File: config.mk
export PLATFORM = sky130hd
export DESIGN_NAME = core_timer_bank
export DESIGN_NICKNAME = d
export VERILOG_FILES = /design/src/rtl/ctb_pkg.sv /design/src/rtl/ctb_window_decode.sv /design/src/rtl/ctb_core_timer.sv /design/src/rtl/core_timer_bank.sv
export SDC_FILE = /design/constraint.sdc
export NUM_CORES = 1
export LEC_CHECK = 0
export BUFFER_PORTS_ARGS = -buffer_cell sky130_fd_sc_hd__buf_2
export CAP_MARGIN = 0
export CORE_ASPECT_RATIO = 2
export CORE_UTILIZATION = 37
export DETAILED_ROUTE_END_ITERATION = 16
export GPL_TIMING_DRIVEN = 0
export HOLD_SLACK_MARGIN = 0.1
export PLACE_DENSITY = 0.64
export SETUP_SLACK_MARGIN = 0.5
export SLEW_MARGIN = 30
export SYNTH_ARGS = -nofsm -noshare
export SYNTH_HDL_FRONTEND = slang
export SYNTH_SLANG_ARGS = --single-unit
File: constraint.sdc
create_clock -name clk -period 3.3 [get_ports clk]
set_input_delay 0.66 -clock clk [delete_from_list [all_inputs] [get_ports clk]]
set_output_delay 0.66 -clock clk [all_outputs]
set_load 0.005 [all_outputs]
File: src/rtl/ctb_pkg.sv
package ctb_pkg;
  localparam int WIN_OFF_W = 5;   // 32-byte windows
  localparam int PRE_W     = 8;

  // word index inside a window
  localparam logic [2:0] REG_LOAD  = 3'd0;
  localparam logic [2:0] REG_COUNT = 3'd1;
  localparam logic [2:0] REG_CTRL  = 3'd2;
  localparam logic [2:0] REG_STAT  = 3'd3;

  // control bit positions
  localparam int CB_EN   = 0;
  localparam int CB_RLD  = 1;
  localparam int CB_IEN  = 2;
  localparam int CB_PRE  = 8;

  // core a window points at: window 0 follows the requester
  function automatic int map_target(input int win, input int core_id);
    return (win == 0) ? core_id : win - 1;
  endfunction

  // next count value on a tick
  function automatic logic [31:0] next_count(input logic [31:0] cnt,
                                             input logic [31:0] rld_val,
                                             input logic        rld_mode);
    if (cnt == 32'd0) return 32'd0;
    if (cnt == 32'd1) return rld_mode ? rld_val : 32'd0;
    return cnt - 32'd1;
  endfunction
endpackage

File: src/rtl/ctb_window_decode.sv
module ctb_window_decode
  import ctb_pkg::*;
#(
  parameter int MAX_CORES = 4,
  parameter int NUM_CORES = 2,
  parameter int IDX_W     = 3,
  parameter int ID_W      = 3,
  localparam int ADDR_W   = IDX_W + WIN_OFF_W
) (
  input  logic                 clk,
  input  logic                 rst_n,
  input  logic                 valid,
  input  logic [ADDR_W-1:0]    addr,
  input  logic [3:0]           be,
  input  logic [ID_W-1:0]      core_id,
  output logic [NUM_CORES-1:0] sel,
  output logic [2:0]           word_idx,
  output logic                 err
);
  logic [IDX_W-1:0] win;
  logic             is_alias;
  logic             size_ok;
  logic             alias_bad;
  int               target;

  assign win       = addr[ADDR_W-1:WIN_OFF_W];
  assign word_idx  = addr[4:2];
  assign is_alias  = (win == '0);
  assign size_ok   = (be == 4'hF);
  assign alias_bad = is_alias && (int'(core_id) >= NUM_CORES);
  assign target    = map_target(int'(win), int'(core_id));
  assign err       = valid && (!size_ok || alias_bad);

  for (genvar i = 0; i < NUM_CORES; i++) begin : g_sel
    assign sel[i] = valid && size_ok && !alias_bad && (target == i);
  end

  AST_SEL_ONEHOT: assert property (@(posedge clk) disable iff (!rst_n)
    $onehot0(sel));
  AST_ERR_BLOCKS_SEL: assert property (@(posedge clk) disable iff (!rst_n)
    err |-> (sel == '0));
  AST_BADSIZE_NO_SEL: assert property (@(posedge clk) disable iff (!rst_n)
    (valid && be != 4'hF) |-> (sel == '0));
endmodule

File: src/rtl/ctb_core_timer.sv
module ctb_core_timer
  import ctb_pkg::*;
#(
  parameter int CNT_W = 32
) (
  input  logic        clk,
  input  logic        rst_n,
  input  logic        wr_en,
  input  logic [2:0]  word_idx,
  input  logic [31:0] wdata,
  output logic [31:0] rdata,
  output logic        irq
);
  logic [CNT_W-1:0] load_q, count_q;
  logic [PRE_W-1:0] pre_q, pre_cnt_q;
  logic             en_q, rld_q, ien_q, stat_q;

  logic wr_load, wr_count, wr_ctrl, wr_stat;
  logic tick_evt, zero_evt, cnt_wr;

  assign wr_load  = wr_en && (word_idx == REG_LOAD);
  assign wr_count = wr_en && (word_idx == REG_COUNT);
  assign wr_ctrl  = wr_en && (word_idx == REG_CTRL);
  assign wr_stat  = wr_en && (word_idx == REG_STAT);
  assign cnt_wr   = wr_load || wr_count;
  assign tick_evt = en_q && (pre_cnt_q == '0) && !cnt_wr;
  assign zero_evt = tick_evt && (count_q == CNT_W'(1));

  always_ff @(posedge clk or negedge rst_n) begin
    if (!rst_n) begin
      load_q    <= '0;
      count_q   <= '0;
      pre_q     <= '0;
      pre_cnt_q <= '0;
      en_q      <= 1'b0;
      rld_q     <= 1'b0;
      ien_q     <= 1'b0;
      stat_q    <= 1'b0;
    end else begin
      if (wr_load) load_q <= wdata[CNT_W-1:0];
      if (cnt_wr)
        count_q <= wdata[CNT_W-1:0];
      else if (tick_evt)
        count_q <= CNT_W'(next_count(32'(count_q), 32'(load_q), rld_q));
      if (wr_ctrl) begin
        en_q      <= wdata[CB_EN];
        rld_q     <= wdata[CB_RLD];
        ien_q     <= wdata[CB_IEN];
        pre_q     <= wdata[CB_PRE +: PRE_W];
        pre_cnt_q <= wdata[CB_PRE +: PRE_W];
      end else if (en_q) begin
        pre_cnt_q <= (pre_cnt_q == '0) ? pre_q : pre_cnt_q - 1'b1;
      end
      stat_q <= (stat_q && !(wr_stat && wdata[0])) || zero_evt;
    end
  end

  always_comb begin
    rdata = '0;
    unique case (word_idx)
      REG_LOAD:  rdata = 32'(load_q);
      REG_COUNT: rdata = 32'(count_q);
      REG_CTRL:  rdata = {16'd0, pre_q, 5'd0, ien_q, rld_q, en_q};
      REG_STAT:  rdata = {31'd0, stat_q};
      default:   rdata = '0;
    endcase
  end

  assign irq = stat_q && ien_q;

  AST_ONESHOT_HOLD: assert property (@(posedge clk) disable iff (!rst_n)
    (en_q && !rld_q && count_q == '0 && !wr_en) |=> (count_q == '0));
  AST_STATUS_STICKY: assert property (@(posedge clk) disable iff (!rst_n)
    (stat_q && !(wr_stat && wdata[0])) |=> stat_q);
  AST_LOAD_SETS_COUNT: assert property (@(posedge clk) disable iff (!rst_n)
    wr_load |=> (count_q == $past(wdata[CNT_W-1:0]) && load_q == count_q));
  AST_IDLE_FROZEN: assert property (@(posedge clk) disable iff (!rst_n)
    (!en_q && !wr_en) |=> $stable(count_q));
endmodule

File: src/rtl/core_timer_bank.sv
module core_timer_bank
  import ctb_pkg::*;
#(
  parameter int MAX_CORES = 4,
  parameter int NUM_CORES = 2,
  parameter int CNT_W     = 32,
  localparam int IDX_W    = $clog2(MAX_CORES + 1),
  localparam int ID_W     = $clog2(MAX_CORES) + 1,
  localparam int ADDR_W   = IDX_W + WIN_OFF_W
) (
  input  logic                 clk,
  input  logic                 rst_n,
  input  logic                 bus_valid,
  input  logic                 bus_write,
  input  logic [ADDR_W-1:0]    bus_addr,
  input  logic [3:0]           bus_be,
  input  logic [31:0]          bus_wdata,
  input  logic [ID_W-1:0]      bus_core,
  output logic [31:0]          bus_rdata,
  output logic                 bus_err,
  output logic [NUM_CORES-1:0] core_irq
);
  if (NUM_CORES < 1 || NUM_CORES > MAX_CORES) begin : g_cfg_bad
    $error("core_timer_bank: NUM_CORES must lie in 1..MAX_CORES");
  end

  logic [NUM_CORES-1:0] sel;
  logic [2:0]           word_idx;
  logic [31:0]          core_rdata [NUM_CORES];

  ctb_window_decode #(
    .MAX_CORES(MAX_CORES), .NUM_CORES(NUM_CORES), .IDX_W(IDX_W), .ID_W(ID_W)
  ) u_dec (
    .clk(clk), .rst_n(rst_n), .valid(bus_valid), .addr(bus_addr),
    .be(bus_be), .core_id(bus_core), .sel(sel), .word_idx(word_idx),
    .err(bus_err)
  );

  for (genvar i = 0; i < NUM_CORES; i++) begin : g_core
    ctb_core_timer #(.CNT_W(CNT_W)) u_tmr (
      .clk(clk), .rst_n(rst_n), .wr_en(sel[i] && bus_write),
      .word_idx(word_idx), .wdata(bus_wdata), .rdata(core_rdata[i]),
      .irq(core_irq[i])
    );
  end

  always_comb begin
    bus_rdata = '0;
    for (int i = 0; i < NUM_CORES; i++)
      if (sel[i] && !bus_write) bus_rdata |= core_rdata[i];
  end

  AST_ERR_READS_ZERO: assert property (@(posedge clk) disable iff (!rst_n)
    (bus_valid && bus_err) |-> (bus_rdata == '0));
  AST_HOLE_READS_ZERO: assert property (@(posedge clk) disable iff (!rst_n)
    (bus_valid && !bus_write && sel == '0) |-> (bus_rdata == '0));
  AST_IRQ_AFTER_RESET: assert property (@(posedge clk) disable iff (!rst_n)
    $rose(rst_n) |-> (core_irq == '0));
endmodule

Word level (Yosys, flattened, before mapping)
Cells that the tools add are included.

Input port bits: 51. Output and inout bits: 35. Word-level logic and storage cells: 123. Bits in registers: 168.

Magnitude comparators: 1. Bitwise gates (word level): 1. Muxes and demuxes: 39. Reductions and logical operators: 54. Add/subtract/negate cells: 5. Equality and inequality tests: 7.

Operator list (number): $mux 32 (17); $pmux 32 s4 (2); $logic_not 32->1 (3); $eq 32x1->1 const B (2); $sub 32x1->32 const B (2); $mux 8 (6); $eq 32x2->1 const B (1); $or 32x32->32 (1); $logic_and 1x1->1 (30); $logic_not 8->1 (2); $sub 8x1->8 const B (2); $mux 1 (14); $logic_not 3->1 (3); $reduce_bool 2->1 (4); $logic_not 1->1 (7); $eq 3x2->1 const B (2); $logic_or 1x1->1 (5); $eq 4x4->1 const B (1); $sub 3x1->4 const B (1); $eq 3x1->1 const B (1); $ge 3x2->1 const B (1).

Depth between registers and ports, before layout
Depth in word-level cells: 19. Gate-level depth with buffers: 11. Depth with buffers taken out: 8.

By module
A second synthesis with hierarchy kept.

Cells, all modules: 1232. Area, all modules: 11390.9 um^2.

By module, submodules not included: ctb_core_timer (g_core[1].u_tmr) (cells an instance 574, times used 1, sequential area each 2102.0 um^2, area each 5291.3 um^2); ctb_core_timer (g_core[0].u_tmr) (cells an instance 557, times used 1, sequential area each 2102.0 um^2, area each 5253.8 um^2); core_timer_bank (cells an instance 78, times used 1, sequential area each 0.0 um^2, area each 654.4 um^2); ctb_window_decode (cells an instance 23, times used 1, sequential area each 0.0 um^2, area each 191.4 um^2).

Worst setup path after synthesis
Ideal clock, no wire load.

Kind: input to output. From: in bus_addr[5]. To: out bus_rdata[10]. Slack: 0.011 ns. Arrival: 2.629 ns. Cell stages on the path: 9. Required time: 2.640 ns. Buffers on the path: 1. Cells stage by stage: inv_1 -> ha_1 -> or2_2 -> o21ai_0 -> a21oi_1 -> or3_1 -> or2_2 -> clkbuf_1 -> nor3_1.

Word-level cells in the longest chain between the ends: 9. Elaborated cells between the ends (all ways): 16. Those cells by class: 1 x add/sub; 1 x eq/ne; 3 x mux; 1 x bitwise; 10 x reduce/logical.

RTL lines: start, declared (RTL line core_timer_bank.sv:15) `input logic [ADDR_W-1:0] bus_addr,`; parallel branches: the longest is 8 deep, another holds $sub 3x1->4; $mux 32 (*) (RTL line core_timer_bank.sv:50) `if (sel[i] && !bus_write) bus_rdata |= core_rdata[i];`; end, declared (RTL line core_timer_bank.sv:19) `output logic [31:0] bus_rdata,`.

Mark *: on every way between the ends.

Final worst setup path
From: in bus_addr[6]. To: out bus_rdata[25].

The elaborated chain is that of the path after synthesis.

==> run_results.csv <==
group,metric,value,unit
route,drt_pass1_iterations,6,
route,drt-wirelength-per-cell,26.17,um
place,placed_cells_incl_taps,1608,
timing,tightest_slew,0.8326,ns
clocking,clk_root_buffer_cell,"sky130_fd_sc_hd__clkbuf_16",
cells_and_area,antennaDiodeCount,0,
clocking,htree_levels,4,
synthesis,synth_area_leader_cell,"sky130_fd_sc_hd__dfrtp_1",
cells_and_area,final_cell_mix,"162 x sky130_fd_sc_hd__dfrtp_1, 88 x sky130_fd_sc_hd__buf_2, 75 x sky130_fd_sc_hd__mux2_2",
timing,relSlewSlack,0.4449,
clocking,clock_insertion_delay_worst_skew,0.46,ns
synthesis,synthesis.area,10800,um^2
timing,setup_repair_after_global_routing_missed_its_margin,"yes",
global_routing,grt_max_degree,84,
cells_and_area,fin_cells,1711,
place,port-buffer-count,81,
cells_and_area,fillerInstances,2507,
flow_run,cap_violations,0,
synthesis,syn_inst,1165,
timing,worst_hold_slack,0.5278,ns
critical_path,r2r_start,"g_core[1].u_tmr.count_q[11]$_DFFE_PN0P_",
power_and_ir_drop,vdd_ir_drop_max,0.0002320,V
cells_and_area,final_common_cell,"sky130_fd_sc_hd__dfrtp_1",
die,core_region_area,28740,um^2
synthesis,synthDistinctLibCells,61,
critical_path,critical_path_depth,12,
synthesis,synth-seq-area-share,0.3894,
critical_path,crit_path_end_kind,"output port",
cells_and_area,nNetsFinal,1401,
cells_and_area,area_growth_syn_to_layout,36.12,%
clocking,number_of_clock_sinks,168,
timing,maxSlewViolCount,0,
critical_path,setup.worst_path.start_class,"input port",
synthesis,syn_area_per_cell,9.267,um^2
critical_path,rr_endpoint,"g_core[1].u_tmr.count_q[5]$_DFFE_PN0P_",
critical_path,largest_stage_delay_on_the_critical_path,0.37,ns
critical_path,crit_path_end,"bus_rdata[25]",
place,place_congestion,0.9808,
timing,finalSetupViolCount,0,
global_routing,global_route_wire_length_before_repair,66870,um
critical_path,setup.worst_path.start,"bus_addr[6]",
synthesis,synth-compound-area-share,0.1872,
synthesis,postSynth.topFlopCell,"sky130_fd_sc_hd__dfrtp_1",
synthesis,dominant_combinational_cell_family_by_area_after_synthesis,"simple AND/OR/NAND/NOR gates",
synthesis,synth.area.mux_share,0.1167,
timing,layout_setup_ws,0.1528,ns
clocking,cts_made_buffers,17,
die,ioPinCount,86,
die,rows,88,
timing,timing.fmax,317.7,MHz
route,routed_wl,44780,um
timing,post-route-min-period,3.147,ns
critical_path,critPathKind,"input port to output port",
synthesis,synth_xor_xnor_area_share,0.04381,
critical_path,r2r_slack,0.30,ns
clocking,clockBufferDepth,2,
run_status,run_status,"complete, no violations",
critical_path,critical_path_required,2.64,ns
global_routing,grt_antenna_before_repair,0,
synthesis,synth.area.top_cells,"sky130_fd_sc_hd__dfrtp_1 39%, sky130_fd_sc_hd__mux2_2 7.8%, sky130_fd_sc_hd__a221oi_1 3.7%",
route,detail-route-antenna-nets,0,
timing,period_share,0.9537,
critical_path,critPathBufInv,6,
route,routed-via-count,10930,
route,first_iter_violations,972,
critical_path,worstRegToRegCells,11,
global_routing,grt_overflow,0,
global_routing,grt_pass1_vias,11020,
die,start_util,0.3757,
synthesis,netlist.area_leader.share,0.3894,
hold_path,hold_path.class,"input port to flip-flop",
synthesis,synth_async_sr_flop_share,1.000,
clocking,clk_pin_slew,0.06,ns
timing,report.final.hold_viol_count,0,
place,post-dp-hpwl,31490,um
die,die-area,29910,um^2
synthesis,syn-num-nets,1226,
timing,clock-skew-final,0.009068,ns
die,die-width,122.8,um
synthesis,synth_simple_gate_area_frac,0.2066,
cells_and_area,drive_gt1_frac,0.3708,
critical_path,path_cells,"buf_12 > inv_12 > ha_4 > or2_4 > o21ai_4 > a21oi_4 > or3_4 > buf_4 > buf_6 > buf_8 > nor3_4 > buf_2",
clocking,clock_tree_from_tritoncts,"yes",
synthesis,synthAdderAreaFrac,0.01159,
route,detail_route.vias_per_cell,6.386,
critical_path,signal_arrival_time_at_the_worst_endpoint,2.49,ns
route,route.detailed.drc,0,
synthesis,synth_enable_flop_cells,0,
die,die_h,243.6,um
place,post-place-ws,-0.7105,ns
global_routing,groute.usage.overall,0.3084,
critical_path,timing.critical_path.fanout_max,5,
synthesis,synth-seq-cells,168,
critical_path,category_of_cells_accounting_for_the_largest_share_of_critical_path_delay,"simple AND/OR/NAND/NOR gates",
power_and_ir_drop,power.leakage,6.273,nW
synthesis,ys_warn_count,0,
power_and_ir_drop,power_density,333.2,nW/um^2
critical_path,cell_with_the_biggest_individual_delay_on_the_critical_path,"sky130_fd_sc_hd__or3_4",
-- final cells by class --
type,count,area (um^2),area share
inverter,22,102.6,0.006981
buffer,96,745.7,0.05074
clock buffer,22,464.2,0.03159
multi-input combinational,879,7421,0.5049
timing repair buffer,156,1202,0.08181
clock inverter,8,98.84,0.006726
sequential,168,4212,0.2866
tap,360,450.4,0.03065
-- report_power, final --
| part | switching (W) | internal [W] | total (W) |
|---|---|---|---|
| Combinational | 0.000447 | 0.000273 | 0.000719 |
| Clock | 0.000870 | 0.00114 | 0.00201 |
| Sequential | 0.0000653 | 0.00210 | 0.00217 |
-- how the worst min path moves through the flow --
| stage | from | end | slack, ns | cells past startpoint |
|---|---|---|---|---|
| after detailed placement | rst_n | g_core[0].u_tmr.pre_cnt_q[7]$_DFFE_PN0P_ | 0.48 | 1 |
| after global placement | g_core[0].u_tmr.load_q[19]$_DFFE_PN0P_ | g_core[0].u_tmr.load_q[19]$_DFFE_PN0P_ | 0.51 | 1 |
| final | bus_wdata[28] | g_core[0].u_tmr.count_q[28]$_DFFE_PN0P_ | 0.53 | 3 |
| after global routing | bus_wdata[4] | g_core[0].u_tmr.count_q[4]$_DFFE_PN0P_ | 0.52 | 3 |
| after CTS | bus_wdata[29] | g_core[0].u_tmr.count_q[29]$_DFFE_PN0P_ | 0.50 | 3 |
| after floorplan | rst_n | g_core[0].u_tmr.count_q[0]$_DFFE_PN0P_ | 0.36 | 0 |
-- Yosys cell counts, drive strengths merged (10+ instances only) --
| cell | n |
|---|---|
| nor4 | 39 |
| nor3 | 62 |
| mux2i | 37 |
| buf | 23 |
| a221oi | 50 |
| nand3 | 52 |
| and2 | 14 |
| and3 | 36 |
| o21ai | 79 |
| ha | 10 |
| or4 | 13 |
| o211ai | 12 |
| xor2 | 27 |
| a221o | 33 |
| mux2 | 75 |
| a211oi | 27 |
| inv | 22 |
| clkbuf | 73 |
| xnor2 | 27 |
| nand2 | 70 |
| dfrtp | 168 |
| or3 | 17 |
| or2 | 10 |
| nor2 | 69 |
| a21oi | 36 |
-- registers in the layout, indices dropped and copies added, names as in the netlist --
| register | cells |
|---|---|
| g_core.u_tmr.load_q | 64 |
| g_core.u_tmr.ien_q | 2 |
| g_core.u_tmr.stat_q | 2 |
| g_core.u_tmr.count_q | 64 |
| g_core.u_tmr.pre_cnt_q | 16 |
| g_core.u_tmr.rld_q | 2 |
| g_core.u_tmr.en_q | 2 |
| g_core.u_tmr.pre_q | 16 |
-- worst reg2reg max path, delay by kind of cell, from the launching register on --
kind | cells | cell delay, ns
and+or+nand+nor | 4 | 1.55
buffers and inverters | 5 | 0.66
DFF | 1 | 0.38
AOI/OAI and AO/OA | 2 | 0.32
-- timing repair --
action                     in CTS  in global routing
pin swaps                      68                 32
setup endpoints to repair     174                148
cloned                          9                  0
hold endpoints to repair       10                  0
hold buffers                    1                  0
gates resized for setup       279                 59
setup buffers                  38                 25
-- layer usage --
layer | track usage | vias to the layer above | routed length [um]
li1 | - | 4756 | -
met1 | 0.3301 | 5381 | 15270
met2 | 0.5079 | 582 | 21860
met3 | 0.04565 | 207 | 2611
met4 | 0.2895 | 0 | 5025
met5 | 0 | - | 0
-- cell families (layout without fill, tap and decap cells) --
family,Yosys count,after routing
flops,168,168
buf+inv,118,304
simple gates,416,416
compound gates,285,285
mux,114,114
xor+xnor,54,54
fa+ha+maj,10,10
-- per-stage QoR --
stage / TNS, ns / power, W / area (um^2) / utilization
global route: 0 / 0.005034 / 14700 / 0.5114
floorplan: 0 / 0.002440 / 11060 / -
detailed placement: -42.26 / 0.002711 / 12020 / 0.4183
global placement: -251.00 / 0.002690 / 11910 / 0.4145
CTS: 0 / 0.004857 / 14290 / 0.4971
finish: 0 / 0.004897 / 14700 / 0.5114
Power figures use the tool's default switching activity.
